$ cat src/rtl/mclk_pkg.sv
package mclk_pkg;

  typedef enum logic [1:0] {
    SRC_SLOW     = 2'd0,
    SRC_MAIN     = 2'd1,
    SRC_PLL      = 2'd2,
    SRC_ALT_SLOW = 2'd3
  } src_e;

  typedef struct packed {
    src_e       css;
    logic [2:0] pres;
    logic [1:0] mdiv;
    logic       pll_half;
  } mclk_cfg_t;

  localparam mclk_cfg_t CFG_RESET = '{
    css:      SRC_MAIN,
    pres:     3'd0,
    mdiv:     2'd0,
    pll_half: 1'b0
  };

endpackage

$ cat src/rtl/mclk_src_sel.sv
module mclk_src_sel
  import mclk_pkg::*;
(
  input  logic clk,
  input  logic rst_n,
  input  src_e sel_css,
  input  logic pll_half,
  input  logic slow_tick,
  input  logic main_tick,
  input  logic pll_tick,
  input  logic pll_lock,
  output logic src_tick,
  output logic pll_lost
);

  logic half_q;
  logic half_d;
  logic pll_eff;
  src_e eff_css;

  // toggle on every PLL pulse; used to pick every second one
  always_comb begin
    half_d = pll_tick ? ~half_q : half_q;
  end

  always_ff @(posedge clk or negedge rst_n) begin
    if (!rst_n) half_q <= 1'b0;
    else        half_q <= half_d;
  end

  always_comb begin
    pll_lost = (sel_css == SRC_PLL) && !pll_lock;
    eff_css  = pll_lost ? SRC_MAIN : sel_css;
    pll_eff  = pll_half ? (pll_tick & half_q) : pll_tick;
    case (eff_css)
      SRC_MAIN: src_tick = main_tick;
      SRC_PLL:  src_tick = pll_eff;
      default:  src_tick = slow_tick;
    endcase
  end

endmodule

$ cat src/rtl/mclk_divider.sv
module mclk_divider #(
  parameter int MAX_EXP = 6
) (
  input  logic       clk,
  input  logic       rst_n,
  input  logic       src_tick,
  input  logic [2:0] pres,
  input  logic [1:0] mdiv,
  output logic       pck_en,
  output logic       mck_en
);

  localparam int CW = (MAX_EXP < 1) ? 1 : MAX_EXP;

  logic [CW-1:0] pre_q, pre_d, pre_lim;
  logic [1:0]    md_q, md_d, md_lim;
  logic [2:0]    exp_sel;

  always_comb begin
    exp_sel = (int'(pres) > MAX_EXP) ? 3'(MAX_EXP) : pres;
    pre_lim = CW'((64'd1 << exp_sel) - 64'd1);
    case (mdiv)
      2'd0:    md_lim = 2'd0;
      2'd1:    md_lim = 2'd1;
      2'd2:    md_lim = 2'd3;
      default: md_lim = 2'd2;
    endcase
    pck_en = src_tick && (pre_q == pre_lim);
    mck_en = pck_en && (md_q == md_lim);
  end

  always_comb begin
    pre_d = pre_q;
    if (src_tick) pre_d = (pre_q == pre_lim) ? '0 : pre_q + 1'b1;
    md_d = md_q;
    if (pck_en) md_d = (md_q == md_lim) ? 2'd0 : md_q + 2'd1;
  end

  always_ff @(posedge clk or negedge rst_n) begin
    if (!rst_n) begin
      pre_q <= '0;
      md_q  <= 2'd0;
    end else begin
      pre_q <= pre_d;
      md_q  <= md_d;
    end
  end


  pre_range_chk: assert property (@(posedge clk) disable iff (!rst_n)
    pre_q <= pre_lim);


  mdiv_range_chk: assert property (@(posedge clk) disable iff (!rst_n)
    md_q <= md_lim);

endmodule

$ cat src/rtl/mclk_ctrl.sv
module mclk_ctrl
  import mclk_pkg::*;
#(
  parameter int SETTLE_TICKS = 4
) (
  input  logic      clk,
  input  logic      rst_n,
  input  logic      cfg_we,
  input  mclk_cfg_t cfg_wr,
  input  logic      mck_en,
  input  logic      pll_lost,
  output mclk_cfg_t act_cfg,
  output logic      ready
);

  localparam int SW = $clog2(SETTLE_TICKS + 1);

  mclk_cfg_t     pend_q, pend_d, act_q, act_d;
  logic          pv_q, pv_d;
  logic          rdy_q, rdy_d;
  logic          wait_q, wait_d;
  logic [SW-1:0] cnt_q, cnt_d;
  logic          changed;
  logic          apply;

  always_comb begin
    changed = cfg_we && ((cfg_wr.css != pend_q.css) || (cfg_wr.pres != pend_q.pres));
    apply   = mck_en && pv_q;

    pend_d = cfg_we ? cfg_wr : pend_q;
    act_d  = apply ? pend_q : act_q;
    pv_d   = pv_q;
    if (apply)  pv_d = 1'b0;
    if (cfg_we) pv_d = 1'b1;

    rdy_d  = rdy_q;
    wait_d = wait_q;
    cnt_d  = cnt_q;
    if (!rdy_q && !wait_q && (cnt_q != '0) && mck_en) begin
      cnt_d = cnt_q - 1'b1;
      if (cnt_q == SW'(1)) rdy_d = 1'b1;
    end
    if (apply && wait_q) begin
      wait_d = 1'b0;
      cnt_d  = SW'(SETTLE_TICKS);
    end
    if (pll_lost) begin
      rdy_d = 1'b0;
      cnt_d = SW'(SETTLE_TICKS);
    end
    if (changed) begin
      rdy_d  = 1'b0;
      wait_d = 1'b1;
    end
  end

  always_ff @(posedge clk or negedge rst_n) begin
    if (!rst_n) begin
      pend_q <= CFG_RESET;
      act_q  <= CFG_RESET;
      pv_q   <= 1'b0;
      rdy_q  <= 1'b1;
      wait_q <= 1'b0;
      cnt_q  <= '0;
    end else begin
      pend_q <= pend_d;
      act_q  <= act_d;
      pv_q   <= pv_d;
      rdy_q  <= rdy_d;
      wait_q <= wait_d;
      cnt_q  <= cnt_d;
    end
  end

  assign act_cfg = act_q;
  assign ready   = rdy_q;


  change_drop_chk: assert property (@(posedge clk) disable iff (!rst_n)
    changed |=> !rdy_q);


  unlock_drop_chk: assert property (@(posedge clk) disable iff (!rst_n)
    pll_lost |=> !rdy_q);


  rise_on_tick_chk: assert property (@(posedge clk) disable iff (!rst_n)
    $rose(rdy_q) |-> $past(mck_en));


  switch_on_boundary_chk: assert property (@(posedge clk) disable iff (!rst_n)
    !$stable(act_q) |-> $past(mck_en));

endmodule

$ cat src/rtl/mclk_gen.sv
module mclk_gen
  import mclk_pkg::*;
#(
  parameter int MAX_EXP      = 6,
  parameter int SETTLE_TICKS = 4
) (
  input  logic       clk,
  input  logic       rst_n,
  input  logic       slow_tick,
  input  logic       main_tick,
  input  logic       pll_tick,
  input  logic       pll_lock,
  input  logic       cfg_we,
  input  logic [1:0] cfg_css,
  input  logic [2:0] cfg_pres,
  input  logic [1:0] cfg_mdiv,
  input  logic       cfg_pll_half,
  input  logic       irq_en,
  output logic       pck_en,
  output logic       mck_en,
  output logic       ready,
  output logic       irq
);

  logic [1:0] rs_q;
  logic       rst_int_n;
  mclk_cfg_t  cfg_wr;
  mclk_cfg_t  act_cfg;
  logic       src_tick;
  logic       pll_lost;

  // asynchronous assertion, release after two edges
  always_ff @(posedge clk or negedge rst_n) begin
    if (!rst_n) rs_q <= 2'b00;
    else        rs_q <= {rs_q[0], 1'b1};
  end
  assign rst_int_n = rs_q[1];

  always_comb begin
    cfg_wr.css      = src_e'(cfg_css);
    cfg_wr.pres     = cfg_pres;
    cfg_wr.mdiv     = cfg_mdiv;
    cfg_wr.pll_half = cfg_pll_half;
  end

  mclk_src_sel u_src (
    .clk       (clk),
    .rst_n     (rst_int_n),
    .sel_css   (act_cfg.css),
    .pll_half  (act_cfg.pll_half),
    .slow_tick (slow_tick),
    .main_tick (main_tick),
    .pll_tick  (pll_tick),
    .pll_lock  (pll_lock),
    .src_tick  (src_tick),
    .pll_lost  (pll_lost)
  );

  mclk_divider #(.MAX_EXP(MAX_EXP)) u_div (
    .clk      (clk),
    .rst_n    (rst_int_n),
    .src_tick (src_tick),
    .pres     (act_cfg.pres),
    .mdiv     (act_cfg.mdiv),
    .pck_en   (pck_en),
    .mck_en   (mck_en)
  );

  mclk_ctrl #(.SETTLE_TICKS(SETTLE_TICKS)) u_ctrl (
    .clk      (clk),
    .rst_n    (rst_int_n),
    .cfg_we   (cfg_we),
    .cfg_wr   (cfg_wr),
    .mck_en   (mck_en),
    .pll_lost (pll_lost),
    .act_cfg  (act_cfg),
    .ready    (ready)
  );

  assign irq = ready & irq_en;

endmodule

$ cat config.mk
export PLATFORM = sky130hd
export DESIGN_NAME = mclk_gen
export DESIGN_NICKNAME = d
export VERILOG_FILES = /design/src/rtl/mclk_pkg.sv /design/src/rtl/mclk_src_sel.sv /design/src/rtl/mclk_divider.sv /design/src/rtl/mclk_ctrl.sv /design/src/rtl/mclk_gen.sv
export SDC_FILE = /design/constraint.sdc
export NUM_CORES = 1
export LEC_CHECK = 0
export BUFFER_PORTS_ARGS = -buffer_cell sky130_fd_sc_hd__clkbuf_2
export CAP_MARGIN = 30
export CORE_ASPECT_RATIO = 0.8
export CORE_MARGIN = 3
export CORE_UTILIZATION = 40
export DETAILED_ROUTE_END_ITERATION = 16
export PLACE_DENSITY_LB_ADDON = 0.05
export SETUP_SLACK_MARGIN = 0.1
export SLEW_MARGIN = 20
export SYNTH_ARGS = -nofsm -noshare
export SYNTH_HDL_FRONTEND = slang
export SYNTH_SLANG_ARGS = --single-unit
$ cat constraint.sdc
create_clock -name clk -period 2.1 [get_ports clk]
set_input_delay 0.42 -clock clk [delete_from_list [all_inputs] [get_ports clk]]
set_output_delay 0.42 -clock clk [all_outputs]
set_load 0.02 [all_outputs]
==> key figures, run 1 <==
CTS
  • Clock latency on the worst-skew pair: 0.29 ns
  • Reg clk slew, reported paths: 0.07 ns
  • Num CTS Buffers: 5
  • Root buffer cell: clkbuf_8
  • Clock Path Buffers: 2
  • Clock sinks: 33
  • CTS tree: built
  • CTS H-tree depth: 2

Worst setup path
  • RR Startpoint: u_ctrl.act_cfg[6]
  • Crit path arrival time: 2.14 ns
  • Critical Path End: pck_en
  • Worst-path fanout max: 2
  • Kind of start point of the critical path: flip-flop
  • FF-to-FF path depth: 11
  • Worst R2R End: u_ctrl.cnt_q[2]
  • Worst setup path start: u_ctrl.act_cfg[6]
  • CP Class: flip-flop to output port
  • R2R setup slack: -0.34 ns
  • Crit end category: output port
  • Required @ worst endpoint: 1.68 ns

Placed design
  • PortBufs: 19
  • Gpl congestion: 0.8521
  • DP Wirelength: 2.706 mm

Global routing
  • Initial antenna violation count: 0
  • First-pass GRT wire length: 6.672 mm
  • Largest net degree at the start of global routing: 32
  • Grt ovf: 0
  • Total GRT Usage: 0.1707
  • Vias in the first global route: 1468

Floorplanning
  • Die Height: 65.42 um
  • FP Rows: 20
  • Initial Util: 0.4409
  • Die area: 5252 um2
  • Core area: 4004 um2
  • I/O pin count: 20
  • Die width: 80.28 um

STA
  • Post-route setup slack: -0.4561 ns
  • Fin crit share: 1.217
  • Slew headroom: 0.5890
  • Final hold violation count: 0
  • Max Clock Freq: 0.3912 GHz
  • RSZ-0062 raised after global routing: yes
  • WHS: 0.2604 ns
  • Final setup violation count: 17
  • Fin. max-slew vios: 0
  • Final Skew: 0.005424 ns
  • Slew @ Worst Pin: 0.6128 ns
  • Final Critical Period: 2.556 ns

Run status
  • Status: finished with violations
  • Failing checks: setup timing

Final layout
  • Fill cells: 332
  • Layout cells sized above 1: 0.5185
  • Antenna diodes: 0
  • Layout Nets: 237
  • Area delta synth->final: 43.52%

Flow run
  • Total of max-cap violations: 0

Detailed routing
  • Vias per cell: 5.063
  • Detailed Route Iter0 Violations: 65
  • Routed WL per cell: 13.89 um
  • Drt drc: 0
  • Vias: 1372
  • DRT Wirelength: 3.764 mm
  • Drt first pass iters: 4
  • ANT nets after route: 0

Synthesis
  • Top cells by count, synth: dfrtp_1, inv_1, mux2_2, mux2_4
  • FFs w/ async S/R, synth: 1.000
  • Syn Area/Cell: 11.39 um2
  • Syn Nets: 177
  • Synth cell types: 41
  • Mapped Area: 1765 um2
  • Cells after synthesis: 155
  • Synth Flop Type: dfrtp_1
  • Most common cell in the netlist: dfrtp_1
  • Area share of the largest cell type after synthesis: 0.4252
  • Sequential area share after synthesis: 0.4699
  • Post-synth EDFFs: 0
  • Yosys warnings: 0
  • Seq cells post-synth: 33
  • Cell taking the most area after synthesis: dfrtp_1
  • Top cells by area, synth: dfrtp_1, mux2_4, mux2_2

Hold path
  • Worst min-delay path class: flip-flop to asynchronous set/reset pin

Power and ir drop
  • Switch share: 0.2751
  • Static Leak: 1.180 nW
  • Total Power: 1.783 mW
  • Cell Pwr Density: 703.7 nW/um2
  • Internal power: 1.292 mW
  • Combinational share of power: 0.216
  • Sequential power share: 0.440
  • Sw Pwr: 490.4 uW
  • Clock power frac: 0.344
  • Maximum VDD drop: 0.0004927 V
==> cells in the final DEF (no fill, tap or decap), types with 2 or more instances in the layout <==
master / netlist / routed
a211oi_1: 2 / 2
a21o_1: 4 / 3
a21oi_1: 8 / 3
a21oi_2: 0 / 4
and2_1: 2 / 2
and3_1: 2 / 2
buf_4: 0 / 30
buf_6: 2 / 5
clkbuf_2: 0 / 17
clkbuf_8: 0 / 8
dfrtp_1: 30 / 30
dfstp_2: 3 / 3
ha_1: 6 / 4
ha_4: 0 / 2
inv_1: 9 / 8
mux2_2: 9 / 8
mux2_4: 9 / 10
nand2_1: 5 / 5
nand2_8: 1 / 2
nand2b_1: 5 / 2
nand2b_4: 0 / 3
nand3_1: 6 / 5
nor2_4: 0 / 2
nor2b_1: 6 / 4
nor3_2: 0 / 5
nor4_4: 1 / 2
o21ai_0: 8 / 4
o21ai_1: 0 / 4
xnor2_1: 4 / 4
xor2_1: 4 / 4
==> power groups by stage <==
stage                     logic [mW]  registers (mW)  clock network (mW)
final                          0.385           0.784               0.614
after global routing           0.422           0.796               0.661
after CTS                      0.354           0.782               0.627
after detailed placement       0.334           0.793                   0
after global placement         0.323           0.788                   0
after floorplan                0.212           0.780                   0
==> sequential cells by signal, summed over array words and instances, names as in the netlist <==
| name | count |
|---|---|
| u_ctrl.act_cfg | 8 |
| u_ctrl.pend_q | 8 |
| u_div.pre_q | 6 |
| u_ctrl.cnt_q | 3 |
| rs_q | 2 |
| u_div.md_q | 2 |
| u_ctrl.pv_q | 1 |
| u_ctrl.ready | 1 |
| u_ctrl.wait_q | 1 |
| u_src.half_q | 1 |
==> worst min-delay path by stage <==
stage                 start              to  slack, ns  depth (start not counted)
floorplan             rst_n         rs_q[0]       0.12                          0
CTS                 rs_q[1]  u_div.pre_q[2]       0.29                          1
global route        rs_q[1]  u_div.pre_q[2]       0.31                          1
detailed placement    rst_n         rs_q[0]       0.21                          1
finish              rs_q[1]  u_div.pre_q[2]       0.26                          1
global placement      rst_n         rs_q[0]       0.21                          1
==> final cells by class <==
cell class                 instances  area [um2]  area share
clock buffer                       7       86.33     0.03407
clock inverter                     1       30.03     0.01185
inverter                           9       33.78     0.01333
multi-input combinational        110        1061      0.4188
sequential                        33       829.5      0.3274
tap                               55       68.82     0.02716
timing repair buffer              56       424.2      0.1674
==> per-stage QoR <==
| step | setup TNS (ns) | utilization | worst slack (ns) | instance area [um2] | instances |
|---|---|---|---|---|---|
| finish | -4.287 | 0.6328 | -0.4561 | 2534 | 271 |
| global route | -5.944 | 0.6328 | -0.5481 | 2534 | 271 |
| CTS | -6.767 | 0.6078 | -0.5575 | 2434 | 267 |
| detailed placement | -5.969 | 0.5288 | -0.4739 | 2117 | 247 |
| global placement | -5.092 | 0.5288 | -0.3951 | 2117 | 247 |
| floorplan | -2.629 | - | -0.2259 | 1805 | 155 |
==> routing by layer <==
| metal | global-route usage | share of wire | vias up |
|---|---|---|---|
| li1 | - | - | 677 |
| met1 | 0.2108 | 0.46 | 670 |
| met2 | 0.2841 | 0.49 | 19 |
| met3 | 0.05342 | 0.040 | 6 |
| met4 | 0.05485 | 0.014 | 0 |
| met5 | 0 | 0 | - |
==> logic make-up after synthesis <==
group | Yosys count | synth area share
AND/OR/NAND/NOR | 43 | 0.1510
AO/OA/AOI/OAI | 31 | 0.1134
adder cells (fa/ha/maj) | 7 | 0.04819
XOR/XNOR | 8 | 0.03968
other | 1 | 0.002124
flip-flops | 33 | 0.4699
multiplexers | 19 | 0.1396
buffers and inverters | 13 | 0.03614
==> repair_timing <==
action,in CTS,in global routing
hold buffers,1,0
resized for setup,23,17
endpoints found under the hold margin,2,0
setup buffers,10,5
setup endpoints to repair,23,24
pin swaps,15,7
gates cloned,1,0
==> worst max-delay path, cell delays in order (launching register included) <==
cell      delay (ns)
dfstp_2         0.55
nor2_4          0.04
nor2b_2         0.13
inv_2           0.06
ha_4            0.24
nor2b_4         0.13
buf_6           0.11
a21o_4          0.19
nor4_4          0.19
clkbuf_8        0.21
No activity file was read; power rests on OpenSTA's default activity.
==> run 2, diff against run 1 <==
--- a/config.mk
+++ b/config.mk
@@ -11,7 +11,6 @@
 export CORE_MARGIN = 3
 export CORE_UTILIZATION = 40
 export DETAILED_ROUTE_END_ITERATION = 16
-export PLACE_DENSITY_LB_ADDON = 0.05
 export SETUP_SLACK_MARGIN = 0.1
 export SLEW_MARGIN = 20
 export SYNTH_ARGS = -nofsm -noshare
==> run 2 against run 1 <==
The flow still finishes with violations (setup timing); first-iteration DRC count fell by 40%; sequential cell count did not move; combinational power barely moved; total power fell by 5.4%; largest cell class unchanged; highest routed layer unchanged.
==> key figures, run 2 (synthesis results as in run 1) <==
Run status
  • Status: finished with violations (unchanged)
  • Failing checks: setup timing (unchanged)

Worst setup path
  • CP Class: flip-flop to output port (unchanged)
  • R2R setup slack: -0.34 ns (about the same)
  • Worst R2R End: u_div.md_q[0] (was u_ctrl.cnt_q[2])
  • Kind of start point of the critical path: flip-flop (unchanged)
  • RR Startpoint: u_ctrl.act_cfg[6] (unchanged)
  • FF-to-FF path depth: 12 (was 11)
  • Required @ worst endpoint: 1.68 ns (about the same)
  • Crit end category: output port (unchanged)
  • Worst-path fanout max: 2 (unchanged)
  • Crit path arrival time: 2.12 ns (was 2.14 ns)

Power and ir drop
  • Combinational share of power: 0.230 (was 0.216)
  • Cell Pwr Density: 680.4 nW/um2 (was 703.7 nW/um2)
  • Maximum VDD drop: 0.0004235 V (was 0.0004927 V)
  • Switch share: 0.3085 (was 0.2751)
  • Sw Pwr: 520.6 uW (was 490.4 uW)
  • Sequential power share: 0.468 (was 0.440)
  • Static Leak: 1.166 nW (was 1.180 nW)
  • Clock power frac: 0.302 (was 0.344)
  • Internal power: 1.167 mW (was 1.292 mW)

STA
  • Slew headroom: 0.4448 (was 0.5890)
  • Setup TNS: -5.134 ns (was -4.287 ns)
  • Fin crit share: 1.208 (was 1.217)
  • WHS: 0.2607 ns (was 0.2604 ns)
  • Final Critical Period: 2.536 ns (was 2.556 ns)
  • Final hold violation count: 0 (unchanged)
  • Slew @ Worst Pin: 0.8278 ns (was 0.6128 ns)
  • Final setup violation count: 18 (was 17)
  • Post-route setup slack: -0.4360 ns (was -0.4561 ns)
  • RSZ-0062 raised after global routing: yes (unchanged)
  • Final Skew: 0.01068 ns (was 0.005424 ns)
  • Fin. max-slew vios: 0 (unchanged)
  • Max Clock Freq: 0.3943 GHz (was 0.3912 GHz)

Floorplanning
  • Core area: 4004 um2 (unchanged)
  • Initial Util: 0.4409 (unchanged)
  • Die width: 80.28 um (unchanged)
  • I/O pin count: 20 (unchanged)
  • Die area: 5252 um2 (unchanged)
  • FP Rows: 20 (unchanged)
  • Die Height: 65.42 um (unchanged)

CTS
  • CTS H-tree depth: 2 (unchanged)
  • Clock Path Buffers: 2 (unchanged)
  • Root buffer cell: clkbuf_8 (unchanged)
  • Reg clk slew, reported paths: 0.08 ns (was 0.07 ns)
  • Clock latency on the worst-skew pair: 0.29 ns (about the same)
  • CTS tree: built (unchanged)
  • Num CTS Buffers: 5 (unchanged)
  • Clock sinks: 33 (unchanged)

Final layout
  • Layout cells sized above 1: 0.5094 (was 0.5185)
  • Layout Nets: 233 (was 237)
  • Post-Layout Cell Count: 267 (was 271)
  • Antenna diodes: 0 (unchanged)
  • Commonest non-fill, non-tap cell in the layout: dfrtp_1
  • Most frequent cells in the layout: dfrtp_1, buf_4, clkbuf_2 (was buf_4, dfrtp_1, clkbuf_2)
  • Area delta synth->final: 40.47% (was 43.52%)

Global routing
  • Grt ovf: 0 (unchanged)
  • First-pass GRT wire length: 6.472 mm (was 6.672 mm)
  • Total GRT Usage: 0.1644 (was 0.1707)
  • Vias in the first global route: 1431 (was 1468)
  • Initial antenna violation count: 0 (unchanged)
  • Largest net degree at the start of global routing: 32 (unchanged)

Detailed routing
  • Vias: 1338 (was 1372)
  • Vias per cell: 5.011 (was 5.063)
  • ANT nets after route: 0 (unchanged)
  • Drt drc: 0 (unchanged)
  • Detailed Route Iter0 Violations: 39 (was 65)
  • Routed WL per cell: 14.31 um (was 13.89 um)
  • DRT Wirelength: 3.821 mm (was 3.764 mm)
  • Drt first pass iters: 4 (unchanged)

Placed design
  • DP Wirelength: 2.636 mm (was 2.706 mm)
  • Setup WS pre-CTS: -0.4387 ns (was -0.4739 ns)
  • PortBufs: 19 (unchanged)
  • DP Cell Count: 246 (was 247)
  • Gpl congestion: 0.8685 (was 0.8521)

Hold path
  • Worst min-delay path class: flip-flop to asynchronous set/reset pin (unchanged)

Flow run
  • Total of max-cap violations: 0 (unchanged)
==> run 2: cell types whose count changed in the layout (fill, tap and decap cells not counted), moves of 2 or more <==
cell,change
buf_4,-5
buf_6,+2
nand2_1,-2
nand2_2,+2
nor3_2,-3
nor3_4,+2
==> run 2: cell type report <==
cell class / instances / area [um2]
clock buffers: 6 / 82.58
clock inverters: 2 / 13.76
fillers: 327 / 1524
inverters: 9 / 33.78
multi-input cells: 110 / 1061
flip-flops and latches: 33 / 829.5
well taps: 55 / 68.82
repair buffers: 52 / 390.4
==> run 2: worst max-delay path: stages (launching register included) <==
cell and delay, ns:
dfstp_2 0.56, buf_4 0.12, nand2b_4 0.13, ha_4 0.21
nor2b_4 0.12, a211o_1 0.29, nor4_4 0.20, clkbuf_8 0.21
==> run 2: worst max-delay path by stage <==
stage                            startpoint  slack (ns)  cells after the start               to
final                     u_ctrl.act_cfg[6]       -0.44                      7           mck_en
after global routing      u_ctrl.act_cfg[6]       -0.51                      7           mck_en
after CTS                 u_ctrl.act_cfg[6]       -0.48                      9           pck_en
after detailed placement           pll_lock       -0.44                     12  u_ctrl.cnt_q[2]
after global placement             pll_lock       -0.38                     11           pck_en
after floorplan           u_ctrl.act_cfg[6]       -0.23                     10  u_ctrl.cnt_q[2]
==> run 2: power groups by stage <==
stage               clock network [mW]  registers (mW)  logic (mW)
floorplan                            0           0.780       0.212
global placement                     0           0.789       0.322
detailed placement                   0           0.794       0.337
CTS                              0.521           0.786       0.374
global route                     0.557           0.801       0.432
finish                           0.510           0.790       0.387
==> run 2: through the flow <==
step / util / power [mW] / area (um2)
after floorplan: - / 0.9914 / 1805
after global placement: 0.5238 / 1.111 / 2097
after detailed placement: 0.5238 / 1.131 / 2097
after CTS: 0.6013 / 1.681 / 2407
after global routing: 0.6194 / 1.791 / 2480
final: 0.6194 / 1.687 / 2480
==> run 2: what timing repair did <==
| action | 4_1_cts | 5_1_grt |
|---|---|---|
| gates resized for setup | 27 | 19 |
| pin swaps | 11 | 7 |
| cloned | 1 | 0 |
| endpoints found under the setup margin | 23 | 24 |
| buffers inserted | 11 | 2 |
| hold buffers | 1 | 0 |
| hold endpoints to repair | 2 | 0 |
==> run 2: layer usage <==
layer,vias to the layer above,track usage,share of wire
met5,-,0,0
met4,0,0.06751,0.015
met3,7,0.04247,0.029
met2,20,0.2913,0.50
met1,646,0.1878,0.45
li1,665,-,-
==> run 3, diff against run 2 <==
--- a/config.mk
+++ b/config.mk
@@ -12,6 +12,7 @@
 export CORE_UTILIZATION = 40
 export DETAILED_ROUTE_END_ITERATION = 16
 export SETUP_SLACK_MARGIN = 0.1
+export SKIP_CTS_REPAIR_TIMING = 1
 export SLEW_MARGIN = 20
 export SYNTH_ARGS = -nofsm -noshare
 export SYNTH_HDL_FRONTEND = slang
==> run 3 against run 2 <==
The run still ends with setup timing left; utilization is 2.8 points lower; fmax down 0.28%; die area stayed put; combinational power fell by 1%; final cell count shrank 3.0%; critical path type unchanged; largest power group unchanged.
==> key figures, run 3 (synthesis results as in run 1) <==
STA
  • Final Skew: 0.01092 ns (was 0.01068 ns)
  • Post-route setup slack: -0.4431 ns (was -0.4360 ns)
  • Final setup violation count: 17 (was 18)
  • Final hold violation count: 0 (unchanged)
  • Final Critical Period: 2.543 ns (was 2.536 ns)
  • Slew @ Worst Pin: 0.6656 ns (was 0.8278 ns)
  • Slew headroom: 0.5536 (was 0.4448)
  • Max Clock Freq: 0.3932 GHz (was 0.3943 GHz)
  • RSZ-0062 raised after global routing: yes (unchanged)
  • Fin. max-slew vios: 0 (unchanged)
  • Fin crit share: 1.211 (was 1.208)

Power and ir drop
  • Cell Pwr Density: 711.5 nW/um2 (was 680.4 nW/um2)
  • Maximum VDD drop: 0.0004249 V (was 0.0004235 V)
  • Total Power: 1.685 mW (was 1.687 mW)
  • Static Leak: 1.118 nW (was 1.166 nW)

Global routing
  • First-pass GRT wire length: 5.906 mm (was 6.472 mm)
  • Grt ovf: 0 (unchanged)
  • Largest net degree at the start of global routing: 32 (unchanged)
  • Total GRT Usage: 0.1502 (was 0.1644)
  • Vias in the first global route: 1302 (was 1431)
  • Initial antenna violation count: 0 (unchanged)

CTS
  • Clock latency on the worst-skew pair: 0.29 ns (about the same)
  • Clock Path Buffers: 2 (unchanged)
  • Reg clk slew, reported paths: 0.08 ns (about the same)
  • Num CTS Buffers: 5 (unchanged)
  • CTS H-tree depth: 2 (unchanged)
  • CTS tree: built (unchanged)
  • Clock sinks: 33 (unchanged)
  • Root buffer cell: clkbuf_8 (unchanged)

Worst setup path
  • FF-to-FF path depth: 11 (was 12)
  • Kind of start point of the critical path: flip-flop (unchanged)
  • Worst-path fanout max: 3 (was 2)
  • Required @ worst endpoint: 1.68 ns (about the same)
  • Crit path arrival time: 2.12 ns (about the same)
  • Crit end category: output port (unchanged)
  • Worst R2R End: u_ctrl.act_cfg[4] (was u_div.md_q[0])
  • RR Startpoint: u_ctrl.act_cfg[6] (unchanged)
  • R2R setup slack: -0.33 ns (was -0.34 ns)
  • CP Class: flip-flop to output port (unchanged)

Hold path
  • Worst min-delay path class: flip-flop to asynchronous set/reset pin (unchanged)

Flow run
  • Total of max-cap violations: 0 (unchanged)

Final layout
  • Design area: 2369 um2 (was 2480 um2)
  • Area delta synth->final: 34.16% (was 40.47%)
  • Layout cells sized above 1: 0.4657 (was 0.5094)
  • Antenna diodes: 0 (unchanged)
  • Commonest non-fill, non-tap cell in the layout: dfrtp_1 (unchanged)
  • Post-route core utilization: 0.5916 (was 0.6194)
  • Fill cells: 340 (was 327)
  • Most frequent cells in the layout: dfrtp_1, buf_4, clkbuf_2 (unchanged)
  • Layout Nets: 225 (was 233)

Floorplanning
  • Initial Util: 0.4409 (unchanged)
  • Die Height: 65.42 um (unchanged)
  • Die width: 80.28 um (unchanged)
  • I/O pin count: 20 (unchanged)
  • Core area: 4004 um2 (unchanged)
  • Die area: 5252 um2 (unchanged)
  • FP Rows: 20 (unchanged)

Run status
  • Status: finished with violations (unchanged)
  • Failing checks: setup timing (unchanged)

Detailed routing
  • Vias per cell: 5.012 (was 5.011)
  • Vias: 1298 (was 1338)
  • Drt first pass iters: 4 (unchanged)
  • Routed WL per cell: 14.12 um (was 14.31 um)
  • Drt drc: 0 (unchanged)
  • Detailed Route Iter0 Violations: 45 (was 39)
  • DRT Wirelength: 3.657 mm (was 3.821 mm)
  • ANT nets after route: 0 (unchanged)

Placed design
  • Gpl congestion: 0.8685 (unchanged)
  • Placed Instance Area: 2097 um2 (unchanged)
  • Setup WS pre-CTS: -0.4387 ns (unchanged)
  • DP Wirelength: 2.636 mm (unchanged)
  • PortBufs: 19 (unchanged)
[run 3: worst max path at each step]
stage,from,end,slack (ns),depth (start not counted)
floorplan,u_ctrl.act_cfg[6],u_ctrl.cnt_q[2],-0.23,10
global placement,pll_lock,pck_en,-0.38,11
detailed placement,pll_lock,u_ctrl.cnt_q[2],-0.44,12
CTS,u_ctrl.act_cfg[6],pck_en,-0.65,9
global route,u_ctrl.act_cfg[6],mck_en,-0.55,8
finish,u_ctrl.act_cfg[6],mck_en,-0.44,8
[run 3: where the power goes]
group	internal (mW)	total [mW]	switching, mW
clock network	0.266	0.512	0.246
registers	0.707	0.790	0.0831
logic	0.192	0.383	0.191
[run 3: area by class of cell]
type                            count  area (um2)  area share
Inverter                            9       33.78     0.01426
Clock inverter                      2       13.76    0.005811
Clock buffer                        6       82.58     0.03487
Multi-Input combinational cell    110        1027      0.4337
Tap cell                           55       68.82     0.02905
Timing Repair Buffer               44       312.8      0.1321
Sequential cell                    33       829.5      0.3502
[run 3: through the flow]
stage	setup TNS, ns	hold slack, ns	std cells
after floorplan	-2.629	0.1244	155
after global routing	-6.280	0.3103	259
after global placement	-5.129	0.2056	246
final	-4.415	0.2588	259
after CTS	-5.505	-0.1002	254
after detailed placement	-6.514	0.2089	246
[run 3: layer usage]
| layer | track usage | wire length (um) |
|---|---|---|
| met1 | 0.1805 | 1633 |
| met2 | 0.2562 | 1885 |
| met4 | 0.05696 | 36 |
| met5 | 0 | 0 |
| met3 | 0.04110 | 101 |
[run 3: worst max-delay path, stage by stage, from the launching register on]
cell     delay (ns)
dfstp_2        0.54
nor2_2         0.05
nor2b_2        0.15
inv_2          0.06
ha_4           0.21
nor2b_4        0.12
a211o_1        0.29
nor4_4         0.21
buf_4          0.20
